--- config.mk ---
export PLATFORM = sky130hd
export DESIGN_NAME = spim_fifo_ctrl
export DESIGN_NICKNAME = d
export VERILOG_FILES = /design/src/rtl/spim_pkg.sv /design/src/rtl/spim_fifo.sv /design/src/rtl/spim_shifter.sv /design/src/rtl/spim_fifo_ctrl.sv
export SDC_FILE = /design/constraint.sdc
export NUM_CORES = 2
export LEC_CHECK = 0
export ABC_AREA = 1
export BUFFER_PORTS_ARGS = -buffer_cell sky130_fd_sc_hd__buf_4
export CAP_MARGIN = 30
export CORE_MARGIN = 2
export CORE_UTILIZATION = 40
export DETAILED_ROUTE_END_ITERATION = 8
export PLACE_DENSITY_LB_ADDON = 0.12
export SLEW_MARGIN = 15
export SYNTH_ARGS = -nofsm -noshare
export SYNTH_HDL_FRONTEND = slang
export SYNTH_SLANG_ARGS = --single-unit
--- constraint.sdc ---
create_clock -name clk -period 5 [get_ports clk]
set_input_delay 1 -clock clk [delete_from_list [all_inputs] [get_ports clk]]
set_output_delay 1 -clock clk [all_outputs]
set_load 0.05 [all_outputs]
--- src/rtl/spim_pkg.sv ---
`timescale 1ns/1ps
package spim_pkg;
  localparam logic [4:0]  ADDR_SOFTRST = 5'h10;
  localparam logic [4:0]  ADDR_CTRL    = 5'h18;
  localparam logic [4:0]  ADDR_STAT    = 5'h19;
  localparam logic [4:0]  ADDR_TXDATA  = 5'h1A;
  localparam logic [4:0]  ADDR_RXDATA  = 5'h1B;
  localparam logic [4:0]  ADDR_SSEL    = 5'h1C;
  localparam logic [4:0]  ADDR_TXOCC   = 5'h1D;
  localparam logic [4:0]  ADDR_RXOCC   = 5'h1E;

  localparam logic [31:0] SOFTRST_KEY  = 32'h0000_000A;
  localparam logic [31:0] EMPTY_MARK   = 32'hDEAD_BEEF;

  localparam int          CTRL_TXCLR   = 5;
  localparam int          CTRL_RXCLR   = 6;
  localparam int          CTRL_HOLD    = 8;
  localparam logic [31:0] CTRL_KEEP    = ~((32'd1 << CTRL_TXCLR) | (32'd1 << CTRL_RXCLR));

  localparam int          XFER_BITS    = 8;

  typedef enum logic {SH_IDLE, SH_RUN} sh_state_e;
endpackage

--- src/rtl/spim_fifo.sv ---
`timescale 1ns/1ps
module spim_fifo #(
  parameter  int DEPTH = 256,
  parameter  int WIDTH = 8,
  localparam int AW    = (DEPTH > 1) ? $clog2(DEPTH) : 1,
  localparam int CW    = $clog2(DEPTH) + 1
) (
  input  logic             clk,
  input  logic             rst_n,
  input  logic             clr,
  input  logic             push,
  input  logic             pop,
  input  logic [WIDTH-1:0] wdata,
  output logic [WIDTH-1:0] rdata,
  output logic [CW-1:0]    count,
  output logic             empty,
  output logic             full
);
  logic [WIDTH-1:0] mem [DEPTH];
  logic [AW-1:0]    wr_q, wr_d, rd_q, rd_d;
  logic [CW-1:0]    cnt_q, cnt_d;
  logic             do_push, do_pop;

  function automatic logic [AW-1:0] ptr_next(input logic [AW-1:0] p);
    return (p == AW'(DEPTH - 1)) ? '0 : p + 1'b1;
  endfunction

  assign empty   = (cnt_q == '0);
  assign full    = (cnt_q == CW'(DEPTH));
  assign count   = cnt_q;
  assign rdata   = mem[rd_q];
  assign do_push = push && !full && !clr;
  assign do_pop  = pop && !empty && !clr;

  always_comb begin
    wr_d  = wr_q;
    rd_d  = rd_q;
    cnt_d = cnt_q;
    if (clr) begin
      wr_d  = '0;
      rd_d  = '0;
      cnt_d = '0;
    end else begin
      if (do_push) wr_d = ptr_next(wr_q);
      if (do_pop)  rd_d = ptr_next(rd_q);
      case ({do_push, do_pop})
        2'b10:   cnt_d = cnt_q + 1'b1;
        2'b01:   cnt_d = cnt_q - 1'b1;
        default: cnt_d = cnt_q;
      endcase
    end
  end

  always_ff @(posedge clk or negedge rst_n) begin
    if (!rst_n) begin
      wr_q  <= '0;
      rd_q  <= '0;
      cnt_q <= '0;
    end else begin
      wr_q  <= wr_d;
      rd_q  <= rd_d;
      cnt_q <= cnt_d;
    end
  end

  always_ff @(posedge clk) begin
    if (do_push) mem[wr_q] <= wdata;
  end

  AST_NO_OVERFLOW: assert property (@(posedge clk) disable iff (!rst_n)
    (full && push && !pop && !clr) |=> (count == CW'(DEPTH)));
  AST_EMPTY_POP_HOLDS: assert property (@(posedge clk) disable iff (!rst_n)
    (empty && pop && !push && !clr) |=> empty);
endmodule

--- src/rtl/spim_shifter.sv ---
`timescale 1ns/1ps
module spim_shifter
  import spim_pkg::*;
#(
  parameter  int CLK_DIV = 2,
  localparam int DW      = (CLK_DIV > 1) ? $clog2(CLK_DIV) : 1,
  localparam int HALVES  = 2 * XFER_BITS,
  localparam int EW      = $clog2(HALVES)
) (
  input  logic                 clk,
  input  logic                 rst_n,
  input  logic                 clr,
  input  logic                 start,
  input  logic [XFER_BITS-1:0] tx_byte,
  input  logic                 miso,
  output logic                 sclk,
  output logic                 mosi,
  output logic                 busy,
  output logic                 done,
  output logic [XFER_BITS-1:0] rx_byte
);
  sh_state_e            st_q, st_d;
  logic [DW-1:0]        div_q, div_d;
  logic [EW-1:0]        half_q, half_d;
  logic [XFER_BITS-1:0] sh_q, sh_d;
  logic                 samp_q, samp_d;
  logic                 sclk_q, sclk_d;
  logic                 done_q, done_d;
  logic                 tick;

  assign tick    = (div_q == DW'(CLK_DIV - 1));
  assign sclk    = sclk_q;
  assign mosi    = sh_q[XFER_BITS-1];
  assign busy    = (st_q == SH_RUN);
  assign done    = done_q;
  assign rx_byte = sh_q;

  always_comb begin
    st_d   = st_q;
    div_d  = div_q;
    half_d = half_q;
    sh_d   = sh_q;
    samp_d = samp_q;
    sclk_d = sclk_q;
    done_d = 1'b0;
    if (clr) begin
      st_d   = SH_IDLE;
      div_d  = '0;
      half_d = '0;
      sclk_d = 1'b0;
    end else begin
      case (st_q)
        SH_IDLE: begin
          if (start) begin
            sh_d   = tx_byte;
            st_d   = SH_RUN;
            div_d  = '0;
            half_d = '0;
            sclk_d = 1'b0;
          end
        end
        default: begin
          if (tick) begin
            div_d  = '0;
            sclk_d = !sclk_q;
            half_d = half_q + 1'b1;
            if (!sclk_q) begin
              samp_d = miso;
            end else begin
              sh_d = {sh_q[XFER_BITS-2:0], samp_q};
              if (half_q == EW'(HALVES - 1)) begin
                st_d   = SH_IDLE;
                done_d = 1'b1;
              end
            end
          end else begin
            div_d = div_q + 1'b1;
          end
        end
      endcase
    end
  end

  always_ff @(posedge clk or negedge rst_n) begin
    if (!rst_n) begin
      st_q   <= SH_IDLE;
      div_q  <= '0;
      half_q <= '0;
      sh_q   <= '0;
      samp_q <= 1'b0;
      sclk_q <= 1'b0;
      done_q <= 1'b0;
    end else begin
      st_q   <= st_d;
      div_q  <= div_d;
      half_q <= half_d;
      sh_q   <= sh_d;
      samp_q <= samp_d;
      sclk_q <= sclk_d;
      done_q <= done_d;
    end
  end

  AST_SCLK_IDLE_LOW: assert property (@(posedge clk) disable iff (!rst_n)
    !busy |-> !sclk);
  AST_MOSI_HELD_HIGH: assert property (@(posedge clk) disable iff (!rst_n)
    sclk |-> $stable(mosi));
endmodule

--- src/rtl/spim_fifo_ctrl.sv ---
`timescale 1ns/1ps
module spim_fifo_ctrl
  import spim_pkg::*;
#(
  parameter  int NUM_CS     = 1,
  parameter  int FIFO_DEPTH = 256,
  parameter  int CLK_DIV    = 2,
  localparam int CW         = $clog2(FIFO_DEPTH) + 1
) (
  input  logic              clk,
  input  logic              rst_n,
  input  logic              bus_sel,
  input  logic              bus_wr,
  input  logic [4:0]        bus_addr,
  input  logic [31:0]       bus_wdata,
  output logic [31:0]       bus_rdata,
  output logic              sclk,
  output logic              mosi,
  input  logic              miso,
  output logic [NUM_CS-1:0] cs_n,
  output logic              evt_tx_empty,
  output logic              evt_rx_not_empty,
  output logic              evt_rx_full,
  output logic              evt_rx_overrun
);
  logic [1:0]  rsync_q;
  logic        rst_i_n;
  logic [31:0] ctrl_q, ctrl_d, ss_q, ss_d;
  logic        wr_soft, wr_ctrl, wr_tx, wr_ss, rd_rx, soft_rst;
  logic        tx_clr, rx_clr, tx_empty, tx_full, rx_empty, rx_full;
  logic        rx_push, rx_pop, start, busy, xfer_done;
  logic [7:0]  tx_head, rx_head, rx_byte;
  logic [CW-1:0] tx_count, rx_count;
  logic [31:0] tx_occ, rx_occ;

  always_ff @(posedge clk or negedge rst_n) begin
    if (!rst_n) rsync_q <= 2'b00;
    else        rsync_q <= {rsync_q[0], 1'b1};
  end
  assign rst_i_n = rsync_q[1];

  assign wr_soft  = bus_sel && bus_wr && (bus_addr == ADDR_SOFTRST);
  assign wr_ctrl  = bus_sel && bus_wr && (bus_addr == ADDR_CTRL);
  assign wr_tx    = bus_sel && bus_wr && (bus_addr == ADDR_TXDATA);
  assign wr_ss    = bus_sel && bus_wr && (bus_addr == ADDR_SSEL);
  assign rd_rx    = bus_sel && !bus_wr && (bus_addr == ADDR_RXDATA);
  assign soft_rst = wr_soft && (bus_wdata == SOFTRST_KEY);

  assign tx_clr   = soft_rst || (wr_ctrl && bus_wdata[CTRL_TXCLR]);
  assign rx_clr   = soft_rst || (wr_ctrl && bus_wdata[CTRL_RXCLR]);

  assign start    = !busy && !ctrl_q[CTRL_HOLD] && !tx_empty && !tx_clr;
  assign rx_push  = xfer_done && !rx_full && !rx_clr;
  assign rx_pop   = rd_rx && !rx_empty;

  always_comb begin
    ctrl_d = ctrl_q;
    ss_d   = ss_q;
    if (soft_rst) begin
      ctrl_d = '0;
      ss_d   = '1;
    end else begin
      if (wr_ctrl) ctrl_d = bus_wdata & CTRL_KEEP;
      if (wr_ss)   ss_d   = bus_wdata;
    end
  end

  always_ff @(posedge clk or negedge rst_i_n) begin
    if (!rst_i_n) begin
      ctrl_q <= '0;
      ss_q   <= '1;
    end else begin
      ctrl_q <= ctrl_d;
      ss_q   <= ss_d;
    end
  end

  assign cs_n = ss_q[NUM_CS-1:0];

  spim_fifo #(.DEPTH(FIFO_DEPTH), .WIDTH(8)) u_txq (
    .clk(clk), .rst_n(rst_i_n), .clr(tx_clr), .push(wr_tx), .pop(start),
    .wdata(bus_wdata[7:0]), .rdata(tx_head), .count(tx_count),
    .empty(tx_empty), .full(tx_full)
  );

  spim_fifo #(.DEPTH(FIFO_DEPTH), .WIDTH(8)) u_rxq (
    .clk(clk), .rst_n(rst_i_n), .clr(rx_clr), .push(rx_push), .pop(rx_pop),
    .wdata(rx_byte), .rdata(rx_head), .count(rx_count),
    .empty(rx_empty), .full(rx_full)
  );

  spim_shifter #(.CLK_DIV(CLK_DIV)) u_shift (
    .clk(clk), .rst_n(rst_i_n), .clr(soft_rst), .start(start), .tx_byte(tx_head),
    .miso(miso), .sclk(sclk), .mosi(mosi), .busy(busy), .done(xfer_done),
    .rx_byte(rx_byte)
  );

  assign evt_tx_empty     = xfer_done && !soft_rst;
  assign evt_rx_not_empty = xfer_done && !soft_rst;
  assign evt_rx_overrun   = xfer_done && rx_full && !rx_clr;
  assign evt_rx_full      = rx_push && !rx_pop && (rx_count == CW'(FIFO_DEPTH - 1));

  assign tx_occ = (tx_count == '0) ? '0 : 32'(tx_count) - 32'd1;
  assign rx_occ = (rx_count == '0) ? '0 : 32'(rx_count) - 32'd1;

  always_comb begin
    bus_rdata = '0;
    if (bus_sel && !bus_wr) begin
      case (bus_addr)
        ADDR_CTRL:   bus_rdata = ctrl_q;
        ADDR_STAT:   bus_rdata = {28'd0, tx_full, tx_empty, rx_full, rx_empty};
        ADDR_RXDATA: bus_rdata = rx_empty ? EMPTY_MARK : {24'd0, rx_head};
        ADDR_SSEL:   bus_rdata = ss_q;
        ADDR_TXOCC:  bus_rdata = tx_occ;
        ADDR_RXOCC:  bus_rdata = rx_occ;
        default:     bus_rdata = '0;
      endcase
    end
  end

  AST_HOLD_NO_START: assert property (@(posedge clk) disable iff (!rst_i_n)
    (ctrl_q[CTRL_HOLD] && !busy) |=> !busy);
  AST_OVERRUN_QUEUE_FULL: assert property (@(posedge clk) disable iff (!rst_i_n)
    (evt_rx_overrun && !rx_pop) |=> (rx_count == CW'(FIFO_DEPTH)));
  AST_EMPTY_READ_NO_CHANGE: assert property (@(posedge clk) disable iff (!rst_i_n)
    (rd_rx && rx_empty && !xfer_done) |=> rx_empty);
endmodule

==> results_tabular.tex <==
\begin{tabular}{lr}
\hline
Metric & Value \\
\hline
\multicolumn{2}{l}{\textbf{CTS}} \\
Source-to-sink clock delay at the later pin of the worst-skew pair & slightly above 1 ns \\
Clock-pin slew of the registers on the worst-case setup and hold paths & about 0.06 ns \\
Clock tree root buffer cell & clkbuf\_16 \\
Clock Path Buffers & 4 \\
Number of levels in the clock H-tree & 5 \\
Clock sink count & approximately 4200 \\
CTS tree & done \\
Num CTS Buffers & between 400 and 500 \\
\multicolumn{2}{l}{\textbf{Floorplan}} \\
I/O Pins & between 80 and 90 \\
Die footprint & around 0.43 mm2 \\
Height of the chip & 659 um \\
Row count & between 200 and 250 \\
Die width & 659 um \\
Core area & about 0.43 mm2 \\
Starting utilization of the core area & 40.2\% \\
\multicolumn{2}{l}{\textbf{Yosys}} \\
Library cell occupying the most area in the post-synthesis netlist & edfxtp\_1 \\
EDFF count, synth & $\sim$4100 \\
Most common cell in the synthesized netlist & edfxtp\_1 \\
Top\_reg\_cell synth & edfxtp\_1 \\
Area of the mapped netlist & $\sim$0.17 mm2 \\
Most used standard cells in the synthesized netlist & edfxtp\_1, nor2\_1, o21ai\_0 \\
Count of synthesis-stage warnings from yosys & 0 \\
Sequential area share after synthesis & approximately 73\% \\
Number of flip-flops and latches in the synthesized netlist & between 4000 and 5000 \\
Cell types occupying the most area after synthesis & edfxtp\_1, nor2\_1, o21ai\_0 \\
Count of unique library cells instantiated by Yosys & 58 \\
Syn Area/Cell & about 12 um2 \\
Share of flip-flops with an asynchronous set or reset & $\sim$3.1\% \\
Synthesized instance count & 13841 \\
Share of the synthesized area in the top cell type & around 70\% \\
Post-Synthesis Net Count & 13901 \\
\multicolumn{2}{l}{\textbf{Global routing}} \\
Overall fraction of global-route tracks in use & 24.7\% \\
Gr ovfl total & 0 \\
Maximum number of pins on one net before global-route repair & between 150 and 200 \\
Initial antenna violation count & 29 \\
Number of global-route vias before repair & around 110k \\
Most heavily used metal layer in global routing & met2 \\
Met2 global-route usage & between 30 and 40\% \\
Met1 usage & a little under two fifths \\
Global-route wire length before repair & $\sim$800 mm \\
Global routing met3 resource utilization & roughly 4.5\% \\
\multicolumn{2}{l}{\textbf{Critical path}} \\
CP required & $\sim$4.0 ns \\
Peak per-stage delay on the critical path & between 0.5 and 0.6 ns \\
Most frequent cell on the critical path & nand2\_1 \\
Kind of start point of the critical path & register \\
Cell-by-cell trace of the critical path & buf\_12 > clkinv\_16 > buf\_12 > buf\_16 > buf\_4 > o21ai\_0 > o22ai\_1 > nand2\_1 > nand2\_1 > nand2\_1 > nand3\_4 > nand3\_4 > buf\_6 > nand2\_1 > nand3\_4 > nand2\_2 > buf\_12 > nand2\_1 > a21oi\_2 > buf\_4 > buf\_8 \\
Endpoint type of the worst setup path & primary output \\
Critical path type & register to primary output \\
Master of the slowest instance on the critical path & dfrtp\_4 \\
Cell family with the largest share of critical-path delay & buffers and inverters \\
Worst reg-to-reg setup slack & between 0.9 and 1 ns \\
Biggest fanout along the worst timing path & 8 \\
Data arrival at the endpoint of the critical path & approximately 4.3 ns \\
Buffers \& Inverters on Critical Path & 9 \\
\multicolumn{2}{l}{\textbf{Finish}} \\
Final-layout fill cell count & about 38000 \\
Layout Cell Area excl Fill & 0.199 mm2 \\
Share of layout cells above drive strength 1 & about 11\% \\
Final net count & approximately 14000 \\
Count of placed standard cells in the final layout, fillers left out & a little over 20000 \\
Area growth, synth to finish & 15.7\% \\
\multicolumn{2}{l}{\textbf{Timing}} \\
Clock Skews & 0.0791 ns \\
Count of final max-slew check failures & 0 \\
Period Utilization, post-route & 106\% \\
Hold violation count in the final report & 0 \\
Worst setup margin & -0.322 ns \\
Worst-margin pin slew & approximately 1.2 ns \\
Tightest slew margin relative to the limit & between 20\% and 30\% \\
Minimum period implied by the final worst setup slack & 5.32 ns \\
Setup-violating endpoint count in the final report & 8 \\
RSZ-0062 raised after global routing & yes \\
Max Clk Rate & between 150 and 200 MHz \\
\multicolumn{2}{l}{\textbf{Power}} \\
Fraction of power spent switching nets & approximately a quarter \\
Internal Pwr Total & roughly 61 mW \\
Reported leakage power & between 60 and 70 nW \\
Power density cells & around 420 mW/mm2 \\
Clock power frac & 39.2\% \\
Sequential fraction of design power & 47.1\% \\
Max VDD drop & $\sim$0.34 mV \\
Switching power of the nets & about 22 mW \\
Share of total power in combinational logic & 13.7\% \\
\multicolumn{2}{l}{\textbf{Detailed routing}} \\
Violation count after the first detailed-routing iteration & $\sim$14000 \\
Detail-routed net length per standard cell & approximately 28 um \\
Via count & 115987 \\
DRC violations left & 0 \\
Post-route ant nets & 0 \\
Total detailed-routing wirelength & 558 mm \\
Via density & about 5.8 \\
Detailed-routing iteration count for the pre-antenna-repair pass & 6 \\
\multicolumn{2}{l}{\textbf{Place}} \\
Number of buffer cells added on primary ports & 80 \\
Dpl cell area & between 0.15 and 0.2 mm2 \\
RD Place Congestion & roughly 0.87 \\
Post-Place Cells & 19148 \\
HPWL Detailed & between 300 and 400 mm \\
\multicolumn{2}{l}{\textbf{Status}} \\
Result of the run & finished with violations \\
Violated checks & setup timing \\
\multicolumn{2}{l}{\textbf{Run}} \\
MaxCap Viol Count & 0 \\
\multicolumn{2}{l}{\textbf{Worst hold path}} \\
Path type of the worst min-delay path & input port to register \\
\hline
\end{tabular}
==> cell usage in the layout, fill, tap and decap left out, types with 57 or more instances in the layout <==
cell type  instances
edfxtp_1        4096
nor2_1          2646
o21ai_0         1802
nand2_1         1603
nand3_1          536
buf_4            471
clkbuf_16        467
o22ai_1          399
o211ai_1         384
a21oi_1          307
o221ai_1         224
inv_1            172
clkinv_1         131
buf_12           102
clkbuf_1          93
mux2i_1           89
clkinv_2          81
dfrtp_1           80
o21ai_1           78
nand2_2           73
buf_16            57
==> flip-flops by register name, summed over array words and instances (netlist names), 8 cells and up <==
register,cells
u_txq.mem,2048
u_shift.rx_byte,8
u_rxq.wr_q,8
u_rxq.rd_q,8
u_txq.count,9
u_rxq.count,9
u_txq.rd_q,8
ctrl_q,30
u_rxq.mem,2048
ss_q,32
u_txq.wr_q,8
==> logic make-up after synthesis <==
kind of cell	Yosys count	synth area share, %
DFF	4227	73.5
xor gates and xnor gates	23	0.117
buffers and inverters	1171	3.12
adders and majority gates	18	0.131
AOI/OAI and AO/OA	3266	11.0
and+or+nand+nor	5046	11.7
other	1	0.00218
muxes	89	0.518
==> through the flow <==
stage / power [mW] / util, % / worst slack (ns) / hold WS [ns] / TNS (ns)
6_report: 83.1 / 46.5 / -0.322 / 0.270 / -2.05
2_1_floorplan: 45.1 / - / 0.519 / 0.331 / 0
3_5_place_dp: 48.9 / 42.2 / -0.0724 / 0.357 / -0.193
5_1_grt: 85.6 / 46.5 / -0.379 / 0.232 / -2.88
4_1_cts: 83.0 / 46.3 / -0.303 / 0.193 / -2.31
3_3_place_gp: 48.9 / 42.2 / -0.199 / 0.344 / -0.250
==> what timing repair did <==
item / in CTS / in global routing
hold buffers: 1 / 0
hold endpoints to repair: 2 / 0
setup endpoints to repair: 9 / 11
buffers inserted: 43 / 20
gates cloned: 58 / 15
pin swaps: 47 / 65
gates resized for setup: 220 / 106
==> tightest hold or removal path, stage by stage <==
cell     delay, ns
buf_4         0.11
nand2_1       0.05
a21oi_1       0.06
==> power groups by stage <==
stage                     combinational, mW  sequential, mW  clock (mW)
final                                  11.4            39.2        32.5
after global routing                   12.1            39.2        34.4
after CTS                              10.8            39.2        33.0
after detailed placement               9.02            39.9           0
after global placement                 8.95            39.9           0
after floorplan                        5.08            40.0           0
==> path summary, 6_finish.rpt <==
check / from / end / cells after the start
max in group asynchronous: rsync_q[1]$_DFF_PN0_ / u_txq.rd_q[0]$_DFFE_PN0P_ / 1
hold / removal: bus_wdata[29] / ctrl_q[29]$_DFFE_PN0P_ / 3
hold reg to reg: rsync_q[0]$_DFF_PN0_ / rsync_q[1]$_DFF_PN0_ / 0
min in group asynchronous: rst_n / rsync_q[1]$_DFF_PN0_ / 2
setup reg to reg: u_txq.rd_q[0]$_DFFE_PN0P_ / u_shift.rx_byte[0]$_DFFE_PN0P_ / 14
setup / recovery: u_rxq.rd_q[0]$_DFFE_PN0P_ / bus_rdata[1] / 21
==> area by class of cell <==
class	count	area [um2]	share of cell area, %
flip-flops and latches	4227	126000	63.6
multi-input cells	8443	40900	20.6
clock buffers	555	11800	5.93
repair buffers	727	9190	4.62
well taps	5687	7120	3.58
clock inverters	278	2440	1.23
inverters	200	846	0.425
repair inverters	7	111	0.0560
diodes	6	15.0	0.00755
==> layer usage <==
metal | wire [um] | share of wire (%) | vias to the layer above
met2 | 248000 | 44 | 5078
met4 | 13400 | 2.4 | 16
met5 | 108 | 0.019 | -
met1 | 248000 | 44 | 59091
li1 | - | - | 51044
met3 | 48500 | 8.7 | 758
Note: power is estimated with default switching activity, not from simulation.
